===== src/rtl/gpio_irq_detect.sv =====
module gpio_irq_detect #(
  parameter int NLINES = 32
) (
  input  logic              clk,
  input  logic              rst_n,
  input  logic [NLINES-1:0] pad_in,
  input  logic              wr_en,
  input  logic [2:0]        wr_addr,
  input  logic [NLINES-1:0] wr_data,
  output logic [NLINES-1:0] pad_out,
  output logic [NLINES-1:0] pad_oe,
  output logic [NLINES-1:0] status,
  output logic              irq
);
  localparam logic [2:0] A_EN   = 3'd0;
  localparam logic [2:0] A_DATA = 3'd1;
  localparam logic [2:0] A_ANY  = 3'd2;
  localparam logic [2:0] A_CFGL = 3'd3;
  localparam logic [2:0] A_CFGH = 3'd4;
  localparam logic [2:0] A_MASK = 3'd5;
  localparam logic [2:0] A_CLR  = 3'd6;

  logic [NLINES-1:0]   en_q, data_q, any_q, mask_q;
  logic [NLINES-1:0]   cfgl_q, cfgh_q;
  logic [2*NLINES-1:0] cfg;
  logic [NLINES-1:0]   sync1, lvl, prev;
  logic [NLINES-1:0]   hit, clr_vec, chg;

  assign cfg     = {cfgh_q, cfgl_q};
  assign chg     = lvl ^ prev;
  assign clr_vec = (wr_en && wr_addr == A_CLR) ? wr_data : '0;

  always_comb begin
    for (int i = 0; i < NLINES; i++) begin
      if (any_q[i])          hit[i] = chg[i];
      else if (cfg[2*i+1])   hit[i] = chg[i] & (lvl[i] != cfg[2*i]);
      else                   hit[i] = (lvl[i] == cfg[2*i]);
    end
  end

  always_ff @(posedge clk or negedge rst_n) begin
    if (!rst_n) begin
      en_q <= '0; data_q <= '0; any_q <= '0; mask_q <= '0;
      cfgl_q <= '0; cfgh_q <= '0;
    end else if (wr_en) begin
      case (wr_addr)
        A_EN:    en_q   <= wr_data;
        A_DATA:  data_q <= wr_data;
        A_ANY:   any_q  <= wr_data;
        A_CFGL:  cfgl_q <= wr_data;
        A_CFGH:  cfgh_q <= wr_data;
        A_MASK:  mask_q <= wr_data;
        default: ;
      endcase
    end
  end

  always_ff @(posedge clk or negedge rst_n) begin
    if (!rst_n) begin
      sync1 <= '0; lvl <= '0; prev <= '0; status <= '0;
    end else begin
      sync1  <= pad_in;
      lvl    <= sync1;
      prev   <= lvl;
      status <= (status & ~clr_vec) | (hit & en_q);
    end
  end

  assign pad_oe  = en_q;
  assign pad_out = data_q & en_q;
  assign irq     = |(status & mask_q);

  a_r1_disabled_silent: assert property (@(posedge clk) disable iff (!rst_n)
    ((status & ~$past(status)) & ~$past(en_q)) == '0);

  a_r2_override_needs_change: assert property (@(posedge clk) disable iff (!rst_n)
    ((status & ~$past(status)) & $past(any_q) & ~$past(lvl ^ prev)) == '0);

  logic [NLINES-1:0] mode_b;
  always_comb for (int i = 0; i < NLINES; i++) mode_b[i] = cfg[2*i+1];

  a_r4_edge_needs_change: assert property (@(posedge clk) disable iff (!rst_n)
    ((status & ~$past(status)) & $past(mode_b & ~any_q) & ~$past(lvl ^ prev)) == '0);

  a_r6_data_to_pads: assert property (@(posedge clk) disable iff (!rst_n)
    (wr_en && wr_addr == A_DATA) |=> ((pad_out & pad_oe) == ($past(wr_data) & pad_oe)));

  a_r7_sticky: assert property (@(posedge clk) disable iff (!rst_n)
    ($past(status) & ~$past(clr_vec) & ~status) == '0);

  a_r8_quiet_when_clear: assert property (@(posedge clk) disable iff (!rst_n)
    (status == '0) |-> !irq);
endmodule


===== config.mk =====
export PLATFORM = sky130hd
export DESIGN_NAME = gpio_irq_detect
export DESIGN_NICKNAME = d
export VERILOG_FILES = /design/src/rtl/gpio_irq_detect.sv
export SDC_FILE = /design/constraint.sdc
export NUM_CORES = 1
export LEC_CHECK = 0
export BUFFER_PORTS_ARGS = -buffer_cell sky130_fd_sc_hd__buf_2
export CORE_MARGIN = 2
export CORE_UTILIZATION = 62
export CTS_CLUSTER_SIZE = 28
export DETAILED_ROUTE_END_ITERATION = 8
export PLACE_DENSITY = 0.85
export SYNTH_ARGS = -nofsm -noshare
export SYNTH_HDL_FRONTEND = slang
export SYNTH_SLANG_ARGS = --single-unit

===== constraint.sdc =====
create_clock -name clk -period 3.7 [get_ports clk]
set_clock_uncertainty 0.1 [all_clocks]
set_input_delay 1.11 -clock clk [delete_from_list [all_inputs] [get_ports clk]]
set_output_delay 1.11 -clock clk [all_outputs]
set_load 0.01 [all_outputs]

Word level (Yosys, flattened, before mapping)
Index checks and enable logic that the tools add are counted.

Bitwise operators: 39. Div/mod/pow operators: 0. Shift operators: 0. Muxes and demuxes: 65. Eq/ne operators: 70. Reduce and logical (&&, ||, !) cells: 9. Add/subtract/negate cells: 0. Multiply operators: 0. Magnitude comparators: 0.

Operator list (count): $and 32x32->32 (4); $mux 1 (64); $and 1x1->1 (32); $eq 1x1->1 (32); $mux 32 (1); $ne 1x1->1 (32); $not 32->32 (1); $or 32x32->32 (1); $reduce_or 32->1 (1); $xor 32x32->32 (1); $reduce_and 2->1 (6); $eq 3x3->1 const B (3); $eq 3x2->1 const B (2); $eq 3x1->1 const B (1); $logic_not 3->1 (1); $logic_and 1x1->1 (1).

Bits in latches: 0. Memory bits (read-only): 0. Bits in writable memories: 0. Memories kept: 0. Output and inout bits: 97. Register bits after elaboration: 320.

Depth between registers and ports, before layout
Gate-level depths: netlist of run 1.

Word-level depth: 6. Gate-level depth with buffers: 5.

Least setup slack after synthesis of run 1
No wires, ideal clock.

Kind: reg-to-output. From: reg status[4]. To: out irq. Slack: 1249 ps. Data required time: 2490 ps. Path buffers: 0. Stages on the path, launching flop included: 4. Data arrival time: 1241 ps. Cells stage by stage: dfrtp_1 -> a22oi_1 -> nand4_1 -> or4_1.

Word-level cells in the longest chain between the ends: 2.

Ends and longest elaborated chain: from (decl) (line 12) `output logic [NLINES-1:0] status,`; from (signal assigned) (line 65) `status <= (status & ~clr_vec) | (hit & en_q);`; $and 32x32->32 (line 71) `assign irq = |(status & mask_q);`; $reduce_or 32->1 (line 71); to (decl) (line 13) `output logic irq`.

Every way passes these cells.

Worst setup path after layout of run 1
From: reg status[1]. To: out irq.

Same word-level chain as after synthesis.

==> flow_summary.rst, run 1 <==
.. list-table::
   :header-rows: 1

   * - Metric
     - Value
   * - Fraction of final layout cells with drive strength greater than 1
     - 38.7%
   * - Post-Synthesis Mean Instance Area
     - 14.5 µm²
   * - Count of warnings emitted by yosys
     - 0
   * - Largest fanout on the critical path
     - 3
   * - Length of routed wiring on met1
     - 12,500 µm
   * - Vias/cell
     - roughly 6.0
   * - Vias in the first global route
     - 8,287
   * - Top sig layer
     - met4
   * - Post-Syn Area
     - 12,900 µm²
   * - Gr ovfl total
     - 0
   * - Max Clk Rate
     - 0.293 GHz
   * - Antenna violations before repair
     - 0
   * - Number of DRC violations after detailed-routing iteration 0
     - 471
   * - Type of the worst setup path
     - register to primary output
   * - I/O Pins
     - ~170
   * - First-pass GRT wire length
     - 45,900 µm
   * - Setup-failing EPs final
     - 0
   * - DRC violations left
     - 0
   * - IO Port Bufs
     - about 170
   * - Starting density of the core
     - 63.5%
   * - Detailed-route wire length per cell
     - 21.0 µm
   * - Post-route clock period utilization
     - 92.3%
   * - Hold-fix buffer count after cts
     - 0
   * - Die footprint
     - approximately 22,000 µm²
   * - Nature of the critical path endpoint
     - primary output
   * - Total count of max-transition violations in the final report
     - 0
   * - Setup slack of the critical path after layout
     - around 0.28 ns
   * - Setup fix buffers added after clock tree synthesis
     - 0
   * - Max-capacitance violation count
     - 0
   * - Number of resized instances in the post-cts repair step
     - 0
   * - Global-route usage over all layers
     - 26.8%
   * - Total of fill cells in the finished design
     - approximately 1.3k
   * - CTS tree
     - yes
   * - Synth Net Count
     - approximately 960
   * - Placement-stage worst setup slack
     - around 0.86 ns
   * - Post-route minimum period
     - 3.42 ns
   * - Number of nets with antenna violations after routing
     - 0
   * - Total power
     - approximately 9300 µW
   * - Gp weighted congestion
     - 0.803
   * - Max rail drop VDD
     - 0.440 mV
   * - Kind of launch point of the worst setup path
     - register
   * - Leading cell types in the layout, fill and taps excluded
     - 320 x sky130_fd_sc_hd__dfrtp_1, 177 x sky130_fd_sc_hd__mux2_2, 165 x sky130_fd_sc_hd__buf_2
   * - Placed standard-cell area
     - 14,000 µm²
   * - Vias
     - 8,161
   * - Net count, final
     - 1,145
   * - Leakage power
     - 0.00684 µW
   * - Result of the run
     - finished, final reports clean
   * - Total number of clock tree sinks
     - 320
   * - Register bit count reported by yosys
     - 320
   * - RSZ-0062 raised after global routing
     - no
   * - Sequential cell area fraction in the yosys report
     - between 60 and 70%
   * - ANT cells
     - 0
   * - Root buf cell
     - sky130_fd_sc_hd__clkbuf_16
   * - H-Tree Depth
     - 1
   * - Max Root-Sink Buffers
     - 3
   * - Worst Path Required
     - 2.49 ns
   * - Post-layout instance count excluding filler cells
     - 1,367
   * - Post-Synthesis Cells
     - approximately 890
   * - Vertical die dimension
     - 148 µm
   * - Total length of routed met2 wires
     - roughly 14,000 µm
   * - Clock buffers created by TritonCTS
     - 31
   * - Post-route cell area
     - approximately 15,000 µm²
   * - Post-Route WL
     - 28,800 µm
   * - Worst-Margin Slew
     - ~0.73 ns
   * - Slew HR
     - 50.4%
   * - Layout Area Growth over Synthesis
     - 16.3%
   * - Placed Instances
     - around 1.3k
   * - Number of detailed-routing iterations run before antenna repair
     - 5
   * - Horiz. Die Dim
     - 148 µm
   * - Most common cell after layout, fill and taps aside
     - sky130_fd_sc_hd__dfrtp_1
   * - Clock insertion delay at the later pin of the skew report
     - roughly 0.55 ns
   * - Clock-pin transition on the worst setup and hold timing paths
     - 0.06 ns
   * - Area of the core region
     - 20,400 µm²
   * - Power per standard cell area
     - 617 nW/µm²
   * - Class of the most critical hold timing path
     - register to register
   * - Rows
     - 52
   * - Count of endpoints failing hold in the final timing report
     - 0
   * - Total length of routed met3 wires
     - about 1600 µm
   * - Sum of negative setup slack
     - 0 ns
   * - Largest net degree at the start of global routing
     - 101
   * - Post-DP HPWL
     - 18,500 µm
   * - Cell variety after synth
     - 35
   * - Data arrival time at the worst-slack endpoint
     - 2.21 ns
worst paths after layout:
check	endpoint	slack [ns]	cells after the start	from
worst max-delay path	irq	0.28	4	status[1]
worst min-delay path	lvl[22]	0.24	0	sync1[22]
worst max register to register	status[0]	2.08	3	lvl[0]
worst min register to register	lvl[22]	0.24	0	sync1[22]
max in group asynchronous	mask_q[31]	2.23	2	rst_n
min in group asynchronous	data_q[7]	0.40	1	rst_n
cell usage after synthesis:
| master | number | area share (%) |
|---|---|---|
| sky130_fd_sc_hd__a21o_1 | 2 | 0.12 |
| sky130_fd_sc_hd__a21oi_1 | 2 | 0.077 |
| sky130_fd_sc_hd__a221o_1 | 2 | 0.15 |
| sky130_fd_sc_hd__a22o_1 | 30 | 2.0 |
| sky130_fd_sc_hd__a22oi_1 | 16 | 0.93 |
| sky130_fd_sc_hd__a32o_1 | 2 | 0.15 |
| sky130_fd_sc_hd__and2_1 | 32 | 1.5 |
| sky130_fd_sc_hd__and3b_1 | 30 | 2.0 |
| sky130_fd_sc_hd__and3b_2 | 1 | 0.077 |
| sky130_fd_sc_hd__buf_2 | 4 | 0.15 |
| sky130_fd_sc_hd__buf_4 | 3 | 0.17 |
| sky130_fd_sc_hd__buf_6 | 15 | 1.3 |
| sky130_fd_sc_hd__buf_8 | 1 | 0.12 |
| sky130_fd_sc_hd__clkbuf_2 | 1 | 0.039 |
| sky130_fd_sc_hd__dfrtp_1 | 320 | 62 |
| sky130_fd_sc_hd__inv_1 | 2 | 0.058 |
| sky130_fd_sc_hd__mux2_1 | 2 | 0.17 |
| sky130_fd_sc_hd__mux2_2 | 177 | 15 |
| sky130_fd_sc_hd__mux2_4 | 11 | 1.3 |
| sky130_fd_sc_hd__nand2_1 | 67 | 1.9 |
| sky130_fd_sc_hd__nand2_2 | 1 | 0.048 |
| sky130_fd_sc_hd__nand3_1 | 1 | 0.039 |
| sky130_fd_sc_hd__nand4_1 | 4 | 0.19 |
| sky130_fd_sc_hd__nand4b_2 | 1 | 0.12 |
| sky130_fd_sc_hd__nor2_1 | 2 | 0.058 |
| sky130_fd_sc_hd__nor2_2 | 1 | 0.048 |
| sky130_fd_sc_hd__nor2b_4 | 1 | 0.11 |
| sky130_fd_sc_hd__nor3_4 | 1 | 0.13 |
| sky130_fd_sc_hd__nor3b_1 | 30 | 1.7 |
| sky130_fd_sc_hd__nor3b_4 | 2 | 0.29 |
| sky130_fd_sc_hd__o211ai_1 | 2 | 0.12 |
| sky130_fd_sc_hd__o21ai_0 | 32 | 1.2 |
| sky130_fd_sc_hd__o311ai_0 | 30 | 2.0 |
| sky130_fd_sc_hd__or4_1 | 1 | 0.058 |
| sky130_fd_sc_hd__xor2_1 | 60 | 4.1 |
routing by layer:
layer	up-vias	track usage, %
met5	-	0
met4	0	8.05
met3	49	4.63
met2	246	43.4
met1	4280	38.0
li1	3586	-
through the flow:
step / util, % / hold slack, ns
after floorplan: - / 0.231
after CTS: 73.8 / 0.248
after global routing: 73.8 / 0.254
after global placement: 68.8 / 0.232
after detailed placement: 68.8 / 0.235
final: 73.8 / 0.245
area by class of cell:
| type | count | area (µm²) | share of cell area [%] |
|---|---|---|---|
| Inverter | 2 | 7.51 | 0.0499 |
| Timing Repair Buffer | 177 | 973 | 6.47 |
| Multi-Input combinational cell | 543 | 4690 | 31.2 |
| Sequential cell | 320 | 8010 | 53.3 |
| Clock inverter | 11 | 113 | 0.749 |
| Clock buffer | 44 | 905 | 6.02 |
| Tap cell | 270 | 338 | 2.25 |
worst max-delay path, stage by stage (launching register included):
cell	delay, ns
sky130_fd_sc_hd__dfrtp_1	0.40
sky130_fd_sc_hd__a22oi_1	0.31
sky130_fd_sc_hd__nand4_1	0.17
sky130_fd_sc_hd__or4_1	0.61
sky130_fd_sc_hd__buf_2	0.18
power breakdown:
group | internal [µW] | leakage (µW) | switching (µW)
sequential | 4100 | 0.00373 | 528
combinational | 817 | 0.00260 | 693
clock | 1830 | 0.000510 | 1300
sequential cells by signal, indices dropped and copies added, names as in the netlist:
| register | cells |
|---|---|
| cfgh_q | 32 |
| prev | 32 |
| mask_q | 32 |
| data_q | 32 |
| cfgl_q | 32 |
| lvl | 32 |
| any_q | 32 |
| status | 32 |
| sync1 | 32 |
| pad_oe | 32 |
logic make-up (layout without fill, tap and decap cells):
family	after synthesis	in the layout	synth area share, %
compound gates	118	118	6.85
flops	320	320	61.9
xor+xnor	60	60	4.06
buf+inv	26	234	1.85
mux	190	190	16.9
simple gates	175	175	8.43
No activity file was read; power rests on OpenSTA's default activity.
==> run 2: changes to the inputs <==
--- a/config.mk
+++ b/config.mk
@@ -5,6 +5,7 @@
 export SDC_FILE = /design/constraint.sdc
 export NUM_CORES = 1
 export LEC_CHECK = 0
+export ABC_AREA = 1
 export BUFFER_PORTS_ARGS = -buffer_cell sky130_fd_sc_hd__buf_2
 export CORE_MARGIN = 2
 export CORE_UTILIZATION = 62
==> run 2 against run 1 <==
Compared with the run above: sequential power decreased by 4%; critical path depth is 3 higher; maximum frequency is 13% higher; synthesized area down 0.79%; setup slack gained 0.39 ns; utilization is 0.27 points lower; synthesized cell count rose by 64%; critical path type unchanged.
==> flow_summary.rst, run 2 <==
.. list-table::
   :header-rows: 1

   * - Metric
     - Value
   * - Result of the run
     - finished, final reports clean
   * - Count of warnings emitted by yosys
     - 0
   * - Total count of max-transition violations in the final report
     - 0
   * - Sum of negative setup slack
     - 0 ns
   * - Synth Net Count
     - 1,532
   * - Top-area cell type share of the netlist area
     - 62.4%
   * - Die footprint
     - 21,900 µm²
   * - Number of DRC violations after detailed-routing iteration 0
     - 670
   * - Number of nets with antenna violations after routing
     - 0
   * - Post-Synthesis Cells
     - 1,462
   * - Kind of launch point of the worst setup path
     - register
   * - Area of the core region
     - 20,300 µm²
   * - Max Root-Sink Buffers
     - 3
   * - Worst Path Required
     - roughly 2.5 ns
   * - Register-to-Register Setup Slack
     - around 2.6 ns
   * - Number of resized instances in the post-cts repair step
     - 0
   * - Gr ovfl total
     - 0
   * - Rows
     - 52
   * - Register bit count reported by yosys
     - 320
   * - Largest fanout on the critical path
     - 3
   * - Post-Route WL
     - 30,700 µm
   * - Dominant cells by area after synthesis
     - sky130_fd_sc_hd__dfrtp_1 62%, sky130_fd_sc_hd__nand2_1 15%, sky130_fd_sc_hd__o21ai_0 8.5%, sky130_fd_sc_hd__inv_1 6.6%, sky130_fd_sc_hd__nand3_1 3.7%
   * - Clock-pin transition on the worst setup and hold timing paths
     - ~0.06 ns
   * - Total of fill cells in the finished design
     - 1,428
   * - Max rail drop VDD
     - 0.407 mV
   * - Max Clk Rate
     - 0.331 GHz
   * - Minimum hold slack
     - about 0.24 ns
   * - Placed Instances
     - 1,869
   * - Gp weighted congestion
     - roughly 0.8
   * - Largest net degree at the start of global routing
     - 88
   * - Most common cell after layout, fill and taps aside
     - sky130_fd_sc_hd__nand2_1
   * - Antenna violations before repair
     - 0
   * - Clock buffers created by TritonCTS
     - 31
   * - H-Tree Depth
     - 1
   * - Vertical die dimension
     - between 100 and 150 µm
   * - Slew HR
     - 21.6%
   * - Clock insertion delay at the later pin of the skew report
     - 0.55 ns
   * - Number of detailed-routing iterations run before antenna repair
     - 5
   * - Post-DP HPWL
     - around 20,000 µm
   * - Power per standard cell area
     - about 600 nW/µm²
   * - Cell-by-cell listing of the critical path
     - nand2_1, nand2_1, nor2_1, nand2_1, nor2_1, nand2_1, buf_2
   * - Cells on Worst Hold Path
     - 0
   * - Detailed-route wire length per cell
     - 15.9 µm
   * - Vias/cell
     - 5.41
   * - Max-capacitance violation count
     - 0
   * - Sequential cell area fraction in the yosys report
     - 62.4%
   * - Nature of the critical path endpoint
     - primary output
   * - Net count, final
     - around 1.7k
   * - Data arrival time at the worst-slack endpoint
     - between 1.5 and 2 ns
   * - Horiz. Die Dim
     - roughly 150 µm
   * - Post-synth top cells
     - 503 x sky130_fd_sc_hd__nand2_1, 320 x sky130_fd_sc_hd__dfrtp_1, 227 x sky130_fd_sc_hd__inv_1
   * - Starting density of the core
     - 63.2%
   * - Fraction of final layout cells with drive strength greater than 1
     - 14.1%
   * - Hold-fix buffer count after cts
     - 0
   * - Leakage power
     - 0.00806 µW
   * - Post-Synthesis Mean Instance Area
     - 8.77 µm²
   * - I/O Pins
     - approximately 170
   * - Layout Area Growth over Synthesis
     - 16.4%
   * - Global-route usage over all layers
     - 28.8%
   * - Post-synth EDFFs
     - 0
   * - Post-route clock period utilization
     - 81.8%
   * - Post-route minimum period
     - 3.03 ns
   * - ANT cells
     - 0
   * - Critical path's largest stage delay
     - 0.42 ns
   * - Setup fix buffers added after clock tree synthesis
     - 0
   * - Cell variety after synth
     - 16
   * - Prevailing post-synth register cell
     - sky130_fd_sc_hd__dfrtp_1
   * - Fraction of synthesis flops using an asynchronous set or reset pin
     - 100%
   * - Total power
     - 8960 µW
   * - Worst-Margin Slew
     - roughly 1.2 ns
   * - Most used cell, CP
     - sky130_fd_sc_hd__nand2_1
   * - DRC violations left
     - 0
   * - Number of cells traversed by the worst register-to-register path
     - 6
   * - Type of the worst setup path
     - register to primary output
   * - CTS tree
     - yes
   * - Vias
     - between 10k and 15k
   * - Most instantiated library cell after synthesis
     - sky130_fd_sc_hd__nand2_1
   * - RSZ-0062 raised after global routing
     - no
   * - Post-Syn Area
     - 12,800 µm²
   * - Crit-path slowest cell
     - sky130_fd_sc_hd__dfrtp_1
   * - Total number of clock tree sinks
     - 320
   * - Leading cell types in the layout, fill and taps excluded
     - 503 x sky130_fd_sc_hd__nand2_1, 320 x sky130_fd_sc_hd__dfrtp_1, 227 x sky130_fd_sc_hd__inv_1
   * - First-pass GRT wire length
     - 49,800 µm
   * - Root buf cell
     - sky130_fd_sc_hd__clkbuf_16
   * - Post-layout instance count excluding filler cells
     - 1,924
   * - Setup-failing EPs final
     - 0
   * - IO Port Bufs
     - about 170
   * - Class of the most critical hold timing path
     - register to register
   * - Vias in the first global route
     - 10.1k
   * - Library cell with the largest summed area after synthesis
     - sky130_fd_sc_hd__dfrtp_1
   * - Count of endpoints failing hold in the final timing report
     - 0
## run 2: changes by cell type after synthesis, moves of 23 or more
cell	before	now
sky130_fd_sc_hd__and2_1	32	0
sky130_fd_sc_hd__o21ai_0	32	219
sky130_fd_sc_hd__nor3b_1	30	0
sky130_fd_sc_hd__nand4_1	4	32
sky130_fd_sc_hd__o311ai_0	30	0
sky130_fd_sc_hd__mux2_2	177	0
sky130_fd_sc_hd__and3b_1	30	0
sky130_fd_sc_hd__a22o_1	30	0
sky130_fd_sc_hd__nand3_1	1	96
sky130_fd_sc_hd__inv_1	2	227
sky130_fd_sc_hd__nand2_1	67	503
sky130_fd_sc_hd__clkbuf_1	0	23
sky130_fd_sc_hd__xor2_1	60	0
## run 2: worst paths after layout
| path | start | end |
|---|---|---|
| hold reg to reg | sync1[30] | lvl[30] |
| setup / recovery | status[27] | irq |
| setup reg to reg | lvl[24] | status[24] |
| max in group asynchronous | rst_n | sync1[30] |
| min in group asynchronous | rst_n | lvl[5] |
| hold / removal | sync1[30] | lvl[30] |
## run 2: per-stage QoR
step	instance area (µm²)	utilization [%]	setup slack, ns
after floorplan	12800	-	1.67
after global placement	14000	68.8	0.954
after detailed placement	14000	68.8	0.883
after CTS	14900	73.6	0.733
after global routing	14900	73.6	0.641
final	14900	73.6	0.675
## run 2: routing by layer
layer	global-route usage (%)	routed length (µm)
met3	4.29	2310
met1	38.4	12200
met4	11.9	1130
met2	48.2	15000
met5	0	0
## run 2: final cells by class
| cell class | count | area (µm²) | share of cell area [%] |
|---|---|---|---|
| Inverter | 228 | 856 | 5.73 |
| Clock buffer | 44 | 885 | 5.92 |
| Multi-Input combinational cell | 875 | 3800 | 25.4 |
| Tap cell | 270 | 338 | 2.26 |
| Sequential cell | 320 | 8010 | 53.6 |
| Timing Repair Buffer | 176 | 966 | 6.47 |
| Clock inverter | 11 | 83.8 | 0.561 |
## run 2: critical path, delay by kind of cell, from the launching register on
family,cells,cell delay (ns)
DFF,1,0.42
buffers and inverters,1,0.15
and+or+nand+nor,6,0.69
## run 2: cells by family (layout without fill, tap and decap cells)
logic type	after synthesis	in the layout	share of synthesized area, %
buf+inv	267	459	7.97
simple gates	651	651	20.9
compound gates	224	224	8.74
flops	320	320	62.4
## run 2: power by group
part / internal (µW) / switching (µW) / total, µW
registers: 4040 / 428 / 4460
logic: 584 / 924 / 1510
clock network: 1720 / 1270 / 2990
